### src/rtl/irq_seq_pkg.sv
package irq_seq_pkg;

  typedef enum logic [2:0] {
    ST_BOOT = 3'd0,
    ST_IDLE = 3'd1,
    ST_PUSH = 3'd2,
    ST_VECH = 3'd3,
    ST_VECL = 3'd4,
    ST_POP  = 3'd5
  } seq_st_e;

  localparam int unsigned CTX_BYTES = 5;
  localparam int unsigned CODE_RESET = 0;
  localparam int unsigned CODE_TRAP = 1;
  localparam int unsigned CODE_IRQ_BASE = 2;

endpackage

### src/rtl/irq_rst_sync.sv
module irq_rst_sync (
  input  logic clk,
  input  logic rst_n,
  output logic rst_sync_n
);
  logic [1:0] sync_q;

  always_ff @(posedge clk or negedge rst_n) begin
    if (!rst_n) sync_q <= 2'b00;
    else        sync_q <= {sync_q[0], 1'b1};
  end

  assign rst_sync_n = sync_q[1];
endmodule

### src/rtl/irq_prio_arb.sv
module irq_prio_arb #(
  parameter int unsigned N = 14,
  localparam int unsigned IDX_W = (N > 1) ? $clog2(N) : 1
) (
  input  logic [N-1:0]     req,
  output logic             valid,
  output logic [IDX_W-1:0] idx
);
  logic [N-1:0] below;
  logic [N-1:0] gnt;

  assign below[0] = 1'b0;
  for (genvar i = 1; i < N; i++) begin : g_chain
    assign below[i] = below[i-1] | req[i-1];
  end

  assign gnt   = req & ~below;
  assign valid = |req;

  always_comb begin
    idx = '0;
    for (int i = 0; i < N; i++) begin
      if (gnt[i]) idx = idx | IDX_W'(i);
    end
  end
endmodule

### src/rtl/irq_vec_map.sv
module irq_vec_map #(
  parameter int unsigned CODE_W = 4,
  parameter logic [15:0] VEC_TOP = 16'hFFFE
) (
  input  logic [CODE_W-1:0] code,
  output logic [15:0]       vec
);
  always_comb begin
    vec = VEC_TOP - {15'(code), 1'b0};
  end
endmodule

### src/rtl/irq_ctx_seq.sv
module irq_ctx_seq
  import irq_seq_pkg::*;
#(
  parameter logic [7:0]  STACK_PAGE = 8'h01,
  parameter logic [7:0]  SP_INIT    = 8'hFF,
  parameter logic [15:0] VEC_RST    = 16'hFFFE,
  parameter int unsigned IBIT       = 3
) (
  input  logic        clk,
  input  logic        rst_n,
  input  logic        start_ent,
  input  logic [15:0] ent_vec,
  input  logic        start_ret,
  input  logic [15:0] pc_in,
  input  logic [7:0]  x_in,
  input  logic [7:0]  a_in,
  input  logic [7:0]  cc_in,
  output logic        mem_req,
  output logic        mem_we,
  output logic [15:0] mem_addr,
  output logic [7:0]  mem_wdata,
  input  logic [7:0]  mem_rdata,
  input  logic        mem_ack,
  output logic        pc_load,
  output logic [15:0] pc_val,
  output logic        x_load,
  output logic        a_load,
  output logic        cc_load,
  output logic [7:0]  reg_val,
  output logic [7:0]  sp_o,
  output logic [15:0] vec_o,
  output logic        busy
);
  localparam logic [2:0] LAST_BEAT = 3'(CTX_BYTES - 1);
  localparam logic [7:0] IMASK     = 8'(1 << IBIT);

  seq_st_e     st_q, st_d;
  logic [2:0]  beat_q, beat_d;
  logic [7:0]  sp_q, sp_d;
  logic [7:0]  pch_q, pch_d;
  logic [15:0] vec_q, vec_d;
  logic [7:0]  sp_inc;

  assign sp_inc = sp_q + 8'd1;

  always_comb begin
    st_d      = st_q;
    beat_d    = beat_q;
    sp_d      = sp_q;
    pch_d     = pch_q;
    vec_d     = vec_q;
    mem_req   = 1'b0;
    mem_we    = 1'b0;
    mem_addr  = '0;
    mem_wdata = '0;
    pc_load   = 1'b0;
    pc_val    = {pch_q, mem_rdata};
    x_load    = 1'b0;
    a_load    = 1'b0;
    cc_load   = 1'b0;
    reg_val   = mem_rdata;
    unique case (st_q)
      ST_BOOT: st_d = ST_VECH;
      ST_IDLE: begin
        if (start_ent) begin
          vec_d  = ent_vec;
          beat_d = '0;
          st_d   = ST_PUSH;
        end else if (start_ret) begin
          beat_d = '0;
          st_d   = ST_POP;
        end
      end
      ST_PUSH: begin
        mem_req  = 1'b1;
        mem_we   = 1'b1;
        mem_addr = {STACK_PAGE, sp_q};
        unique case (beat_q)
          3'd0:    mem_wdata = pc_in[7:0];
          3'd1:    mem_wdata = pc_in[15:8];
          3'd2:    mem_wdata = x_in;
          3'd3:    mem_wdata = a_in;
          default: mem_wdata = cc_in;
        endcase
        if (mem_ack) begin
          sp_d = sp_q - 8'd1;
          if (beat_q == LAST_BEAT) st_d = ST_VECH;
          else beat_d = beat_q + 3'd1;
        end
      end
      ST_VECH: begin
        mem_req  = 1'b1;
        mem_addr = vec_q;
        if (mem_ack) begin
          pch_d = mem_rdata;
          st_d  = ST_VECL;
        end
      end
      ST_VECL: begin
        mem_req  = 1'b1;
        mem_addr = vec_q | 16'h0001;
        if (mem_ack) begin
          pc_load = 1'b1;
          cc_load = 1'b1;
          reg_val = cc_in | IMASK;
          st_d    = ST_IDLE;
        end
      end
      ST_POP: begin
        mem_req  = 1'b1;
        mem_addr = {STACK_PAGE, sp_inc};
        if (mem_ack) begin
          sp_d   = sp_inc;
          beat_d = beat_q + 3'd1;
          unique case (beat_q)
            3'd0:    cc_load = 1'b1;
            3'd1:    a_load  = 1'b1;
            3'd2:    x_load  = 1'b1;
            3'd3:    pch_d   = mem_rdata;
            default: begin
              pc_load = 1'b1;
              st_d    = ST_IDLE;
            end
          endcase
        end
      end
      default: st_d = ST_IDLE;
    endcase
  end

  always_ff @(posedge clk or negedge rst_n) begin
    if (!rst_n) begin
      st_q   <= ST_BOOT;
      beat_q <= '0;
      sp_q   <= SP_INIT;
      pch_q  <= '0;
      vec_q  <= VEC_RST;
    end else begin
      st_q   <= st_d;
      beat_q <= beat_d;
      sp_q   <= sp_d;
      pch_q  <= pch_d;
      vec_q  <= vec_d;
    end
  end

  assign sp_o  = sp_q;
  assign vec_o = vec_q;
  assign busy  = (st_q != ST_IDLE);
endmodule

### src/rtl/irq_entry_seq.sv
module irq_entry_seq
  import irq_seq_pkg::*;
#(
  parameter int unsigned NSRC       = 14,
  parameter logic [13:0] USED_MASK  = 14'h085F,
  parameter logic [13:0] WAKE_MASK  = 14'h0003,
  parameter logic [15:0] VEC_TOP    = 16'hFFFE,
  parameter logic [7:0]  STACK_PAGE = 8'h01,
  parameter logic [7:0]  SP_INIT    = 8'hFF,
  parameter int unsigned IBIT       = 3
) (
  input  logic            clk,
  input  logic            rst_n,
  input  logic [NSRC-1:0] irq_req,
  input  logic            trap_req,
  input  logic            iret_req,
  input  logic            insn_bnd,
  input  logic [15:0]     pc_in,
  input  logic [7:0]      x_in,
  input  logic [7:0]      a_in,
  input  logic [7:0]      cc_in,
  output logic            mem_req,
  output logic            mem_we,
  output logic [15:0]     mem_addr,
  output logic [7:0]      mem_wdata,
  input  logic [7:0]      mem_rdata,
  input  logic            mem_ack,
  output logic            pc_load,
  output logic [15:0]     pc_val,
  output logic            x_load,
  output logic            a_load,
  output logic            cc_load,
  output logic [7:0]      reg_val,
  output logic [7:0]      sp_o,
  output logic [15:0]     vec_addr,
  output logic            busy,
  output logic            wake
);
  localparam int unsigned CODE_W = $clog2(NSRC + CODE_IRQ_BASE);
  localparam int unsigned IDX_W  = (NSRC > 1) ? $clog2(NSRC) : 1;

  logic              rst_sync_n;
  logic [NSRC-1:0]   used_req;
  logic              arb_valid;
  logic [IDX_W-1:0]  arb_idx;
  logic              at_bnd;
  logic              take_trap, take_ret, take_irq;
  logic [CODE_W-1:0] win_code;
  logic [15:0]       win_vec;

  irq_rst_sync u_rst (
    .clk        (clk),
    .rst_n      (rst_n),
    .rst_sync_n (rst_sync_n)
  );

  assign used_req = irq_req & USED_MASK[NSRC-1:0];

  irq_prio_arb #(.N(NSRC)) u_arb (
    .req   (used_req),
    .valid (arb_valid),
    .idx   (arb_idx)
  );

  always_comb begin
    at_bnd    = insn_bnd & ~busy;
    take_trap = at_bnd & trap_req;
    take_ret  = at_bnd & ~trap_req & iret_req;
    take_irq  = at_bnd & ~trap_req & ~iret_req & ~cc_in[IBIT] & arb_valid;
    if (take_trap) win_code = CODE_W'(CODE_TRAP);
    else           win_code = CODE_W'(arb_idx) + CODE_W'(CODE_IRQ_BASE);
  end

  irq_vec_map #(.CODE_W(CODE_W), .VEC_TOP(VEC_TOP)) u_vec (
    .code (win_code),
    .vec  (win_vec)
  );

  irq_ctx_seq #(
    .STACK_PAGE (STACK_PAGE),
    .SP_INIT    (SP_INIT),
    .VEC_RST    (VEC_TOP),
    .IBIT       (IBIT)
  ) u_seq (
    .clk       (clk),
    .rst_n     (rst_sync_n),
    .start_ent (take_trap | take_irq),
    .ent_vec   (win_vec),
    .start_ret (take_ret),
    .pc_in     (pc_in),
    .x_in      (x_in),
    .a_in      (a_in),
    .cc_in     (cc_in),
    .mem_req   (mem_req),
    .mem_we    (mem_we),
    .mem_addr  (mem_addr),
    .mem_wdata (mem_wdata),
    .mem_rdata (mem_rdata),
    .mem_ack   (mem_ack),
    .pc_load   (pc_load),
    .pc_val    (pc_val),
    .x_load    (x_load),
    .a_load    (a_load),
    .cc_load   (cc_load),
    .reg_val   (reg_val),
    .sp_o      (sp_o),
    .vec_o     (vec_addr),
    .busy      (busy)
  );

  assign wake = |(irq_req & WAKE_MASK[NSRC-1:0] & USED_MASK[NSRC-1:0]);
endmodule

### config.mk
export PLATFORM = sky130hd
export DESIGN_NAME = irq_entry_seq
export DESIGN_NICKNAME = d
export VERILOG_FILES = /design/src/rtl/irq_seq_pkg.sv /design/src/rtl/irq_rst_sync.sv /design/src/rtl/irq_prio_arb.sv /design/src/rtl/irq_vec_map.sv /design/src/rtl/irq_ctx_seq.sv /design/src/rtl/irq_entry_seq.sv
export SDC_FILE = /design/constraint.sdc
export NUM_CORES = 1
export LEC_CHECK = 0
export BUFFER_PORTS_ARGS = -buffer_cell sky130_fd_sc_hd__buf_2
export CORE_MARGIN = 2
export CORE_UTILIZATION = 48
export DETAILED_ROUTE_END_ITERATION = 6
export PLACE_DENSITY = 0.82
export SYNTH_ARGS = -nofsm -noshare
export SYNTH_HDL_FRONTEND = slang
export SYNTH_HIERARCHICAL = 1
export SYNTH_SLANG_ARGS = --single-unit
### constraint.sdc
create_clock -name clk -period 1.86 [get_ports clk]
set_input_delay 0.093 -clock clk [delete_from_list [all_inputs] [get_ports clk]]
set_output_delay 0.093 -clock clk [all_outputs]
set_load 0.02 [all_outputs]
==> results by group <==
Outcome
  • Status: finished with violations
  • Failing checks: DRC, setup timing

Yosys
  • Mux cell area share after synthesis: 0.125
  • Synth Area in XOR/XNOR: 0.0328
  • Synth cell types: 67
  • Async SR Flop Fraction: 1.00
  • Count of yosys warnings during synthesis: 6
  • Number of flops mapped to enable cells by yosys: 0
  • Prevailing post-synth register cell: dfstp_2
  • Post-synthesis cell area: 3210 µm²
  • Post-Syn Instances: 352
  • Compound-Gate Fraction of Synth Area: 0.196
  • Seq/Total Area, Yosys: 0.321
  • Syn Area/Cell: 9.11 µm²
  • Post-synthesis register bit count: 40
  • Post-Synth Adder-Cell Area: 0.0351
  • Post-synthesis simple-gate area fraction: 0.188
  • Largest family of logic cells by synthesized area: compound AO/OA/AOI/OAI gates

GRT
  • Initial antenna violation count: 0
  • First-pass GRT wire length: 18100 µm
  • Largest net degree at the start of global routing: 27
  • GRT Total Usage: 0.315
  • Overflow left after global routing: 0
  • Vias in the first global route: 3728

STA
  • Final Skew: 0.00514 ns
  • Slew HR: 0.574
  • # setup viols final: 51
  • Final Hold Vio Count: 0
  • Tmin final: 2.12 ns
  • Count of pins over their slew limit: 0
  • Final setup TNS: -4.68 ns
  • Min setup slack post-route: -0.259 ns
  • Fin crit share: 1.14
  • Worst-Margin Slew: 0.640 ns
  • RSZ-0062 raised after global routing: true
  • Highest clock rate: 472 MHz

Clock network
  • Clk Latency, worst-skew pair: 0.30 ns
  • Worst-path clk slew: 0.08 ns
  • Clk sinks: 40
  • H-tree levels: 2
  • CTS Buf Count: 5
  • Max clock buf depth: 2
  • CTS tree: done
  • Clock root cell: clkbuf_8

Placed design
  • Post-place setup slack: -0.231 ns
  • Post-DP HPWL: 7500 µm
  • Cell count after placement: 598
  • Port bufs: 140
  • Routability congestion estimate: 0.847

Route
  • Via Count: 3946
  • Wirelength per Cell: 21.8 µm
  • Final WL: 14300 µm
  • Final antenna-violating net count: 0
  • Initial DRC count: 423
  • Post-route DRC: 16
  • Via density: 6.03
  • Initial DRT Pass Iterations: 7

Layout
  • Area delta synth->final: 69.9%
  • Most frequent cells in the layout: buf_2 (112), buf_4 (66), buf_6 (43), conb_1 (33)
  • Layout cells sized above 1: 0.669
  • Ant. Diodes: 0
  • Final nets: 653
  • Non-filler instance count after layout: 654
  • Final Util: 0.848
  • Commonest non-fill, non-tap cell in the layout: buf_2

Die
  • Starting Density: 0.499
  • Site Rows: 29
  • Die X: 85.7 µm
  • Number of I/O pins: 148
  • Die Ht: 85.7 µm
  • Core Area: 6420 µm²
  • Area of the die: 7350 µm²

Setup path
  • Crit Path Max Fanout: 4
  • CP startpoint kind: flip-flop
  • WP data required: 1.77 ns
  • WS Path Type: reg -> out
  • WP data arrival: 2.03 ns
  • Setup crit end kind: output pin

Job
  • Max Cap Viol: 0

Power
  • Leakage dissipation: 2.59 nW
  • Max IR drop VDD: 0.00120 V
  • Pwr per Cell Area: 1720 nW/µm²

Min path
  • Hold Path Class: in -> reg
[synth_stat cells (all sizes together), types with 3 or more instances]
library cell,number,area share
o21a,3,0.0070
a21oi,38,0.062
nand2,16,0.019
ha,9,0.035
or2,3,0.0066
nand4,3,0.0059
a221oi,7,0.019
xor2,7,0.019
a22oi,4,0.0094
and2,10,0.020
xnor2,5,0.014
a222oi,8,0.025
mux2,33,0.12
nor2,26,0.037
o21ai,17,0.028
nand3,4,0.0062
nor3,8,0.012
clkbuf,7,0.0082
inv,16,0.019
dfrtp,17,0.13
buf,34,0.071
conb,4,0.0047
nand2b,12,0.026
dfstp,23,0.19
[repair_timing]
| action | 4_1_cts | 5_1_grt |
|---|---|---|
| hold buffers | 1 | 0 |
| gates resized for setup | 97 | 100 |
| cloned | 3 | 1 |
| setup buffers | 28 | 15 |
| setup endpoints to repair | 44 | 57 |
| pin swaps | 17 | 30 |
| endpoints found under the hold margin | 2 | 0 |
[worst paths after layout]
path,slack [ns],depth (start not counted),startpoint,endpoint
min reg2reg,0.30,0,u_rst/sync_q[1],u_seq/vec_o[0]
min,0.05,2,mem_rdata[5],u_seq/pch_q[5]
max,-0.26,8,u_seq/beat_q[0],mem_wdata[1]
max in group asynchronous,0.91,1,u_rst/sync_q[1],u_seq/vec_o[6]
min in group asynchronous,0.09,2,rst_n,u_rst/sync_q[1]
max reg2reg,-0.16,9,u_seq/st_q[1],u_seq/beat_q[0]
[worst max-delay path: stages, from the launching register on]
cell      delay [ns]
dfrtp_2         0.43
inv_2           0.08
ha_4            0.18
buf_2           0.15
a222oi_1        0.31
nor2_1          0.11
a21oi_1         0.19
a21oi_1         0.11
buf_4           0.17
[final cells by class]
class / count / area, µm²
multi-input combinational: 284 / 2470
timing repair buffer: 229 / 1690
sequential: 40 / 1040
fill: 330 / 977
tap: 77 / 96.3
clock buffer: 6 / 72.6
inverter: 16 / 71.3
clock inverter: 2 / 12.5
[per-stage QoR]
| step | total power [mW] | instance area [µm²] | hold slack (ns) |
|---|---|---|---|
| global route | 9.70 | 5450 | 0.0572 |
| finish | 9.35 | 5450 | 0.0541 |
| detailed placement | 6.17 | 4190 | -0.121 |
| CTS | 7.95 | 4900 | 0.0533 |
| floorplan | 4.72 | 3340 | -0.203 |
| global placement | 6.01 | 4190 | -0.122 |
[cells by family (layout without fill, tap and decap cells)]
group,count (synthesis),in the layout
buffers and inverters,57,253
AOI/OAI and AO/OA,94,94
xor gates and xnor gates,12,12
muxes,35,35
adders and majority gates,9,9
and+or+nand+nor,101,101
other,4,33
DFF,40,40
[state kept, by name, summed over array words and instances, names as in the netlist]
| signal | flops |
|---|---|
| u_seq/sp_o | 8 |
| u_seq/beat_q | 3 |
| u_seq/pch_q | 8 |
| u_rst/sync_q | 2 |
| u_seq/st_q | 3 |
| u_seq/vec_o | 16 |
[where the power goes]
part	switching, mW	internal, mW	leakage (nW)
sequential	0.549	1.47	0.444
clock	0.340	0.263	0.0412
combinational	3.56	3.16	2.11
total	4.45	4.90	2.59
[layer usage]
| metal | up-vias | share of wire | track usage |
|---|---|---|---|
| met1 | 1870 | 0.33 | 0.303 |
| met2 | 314 | 0.52 | 0.609 |
| met3 | 91 | 0.089 | 0.0818 |
| met4 | 0 | 0.065 | 0.157 |
| met5 | - | 0 | 0 |
| li1 | 1671 | - | - |
Note: power is estimated with default switching activity, not from simulation.
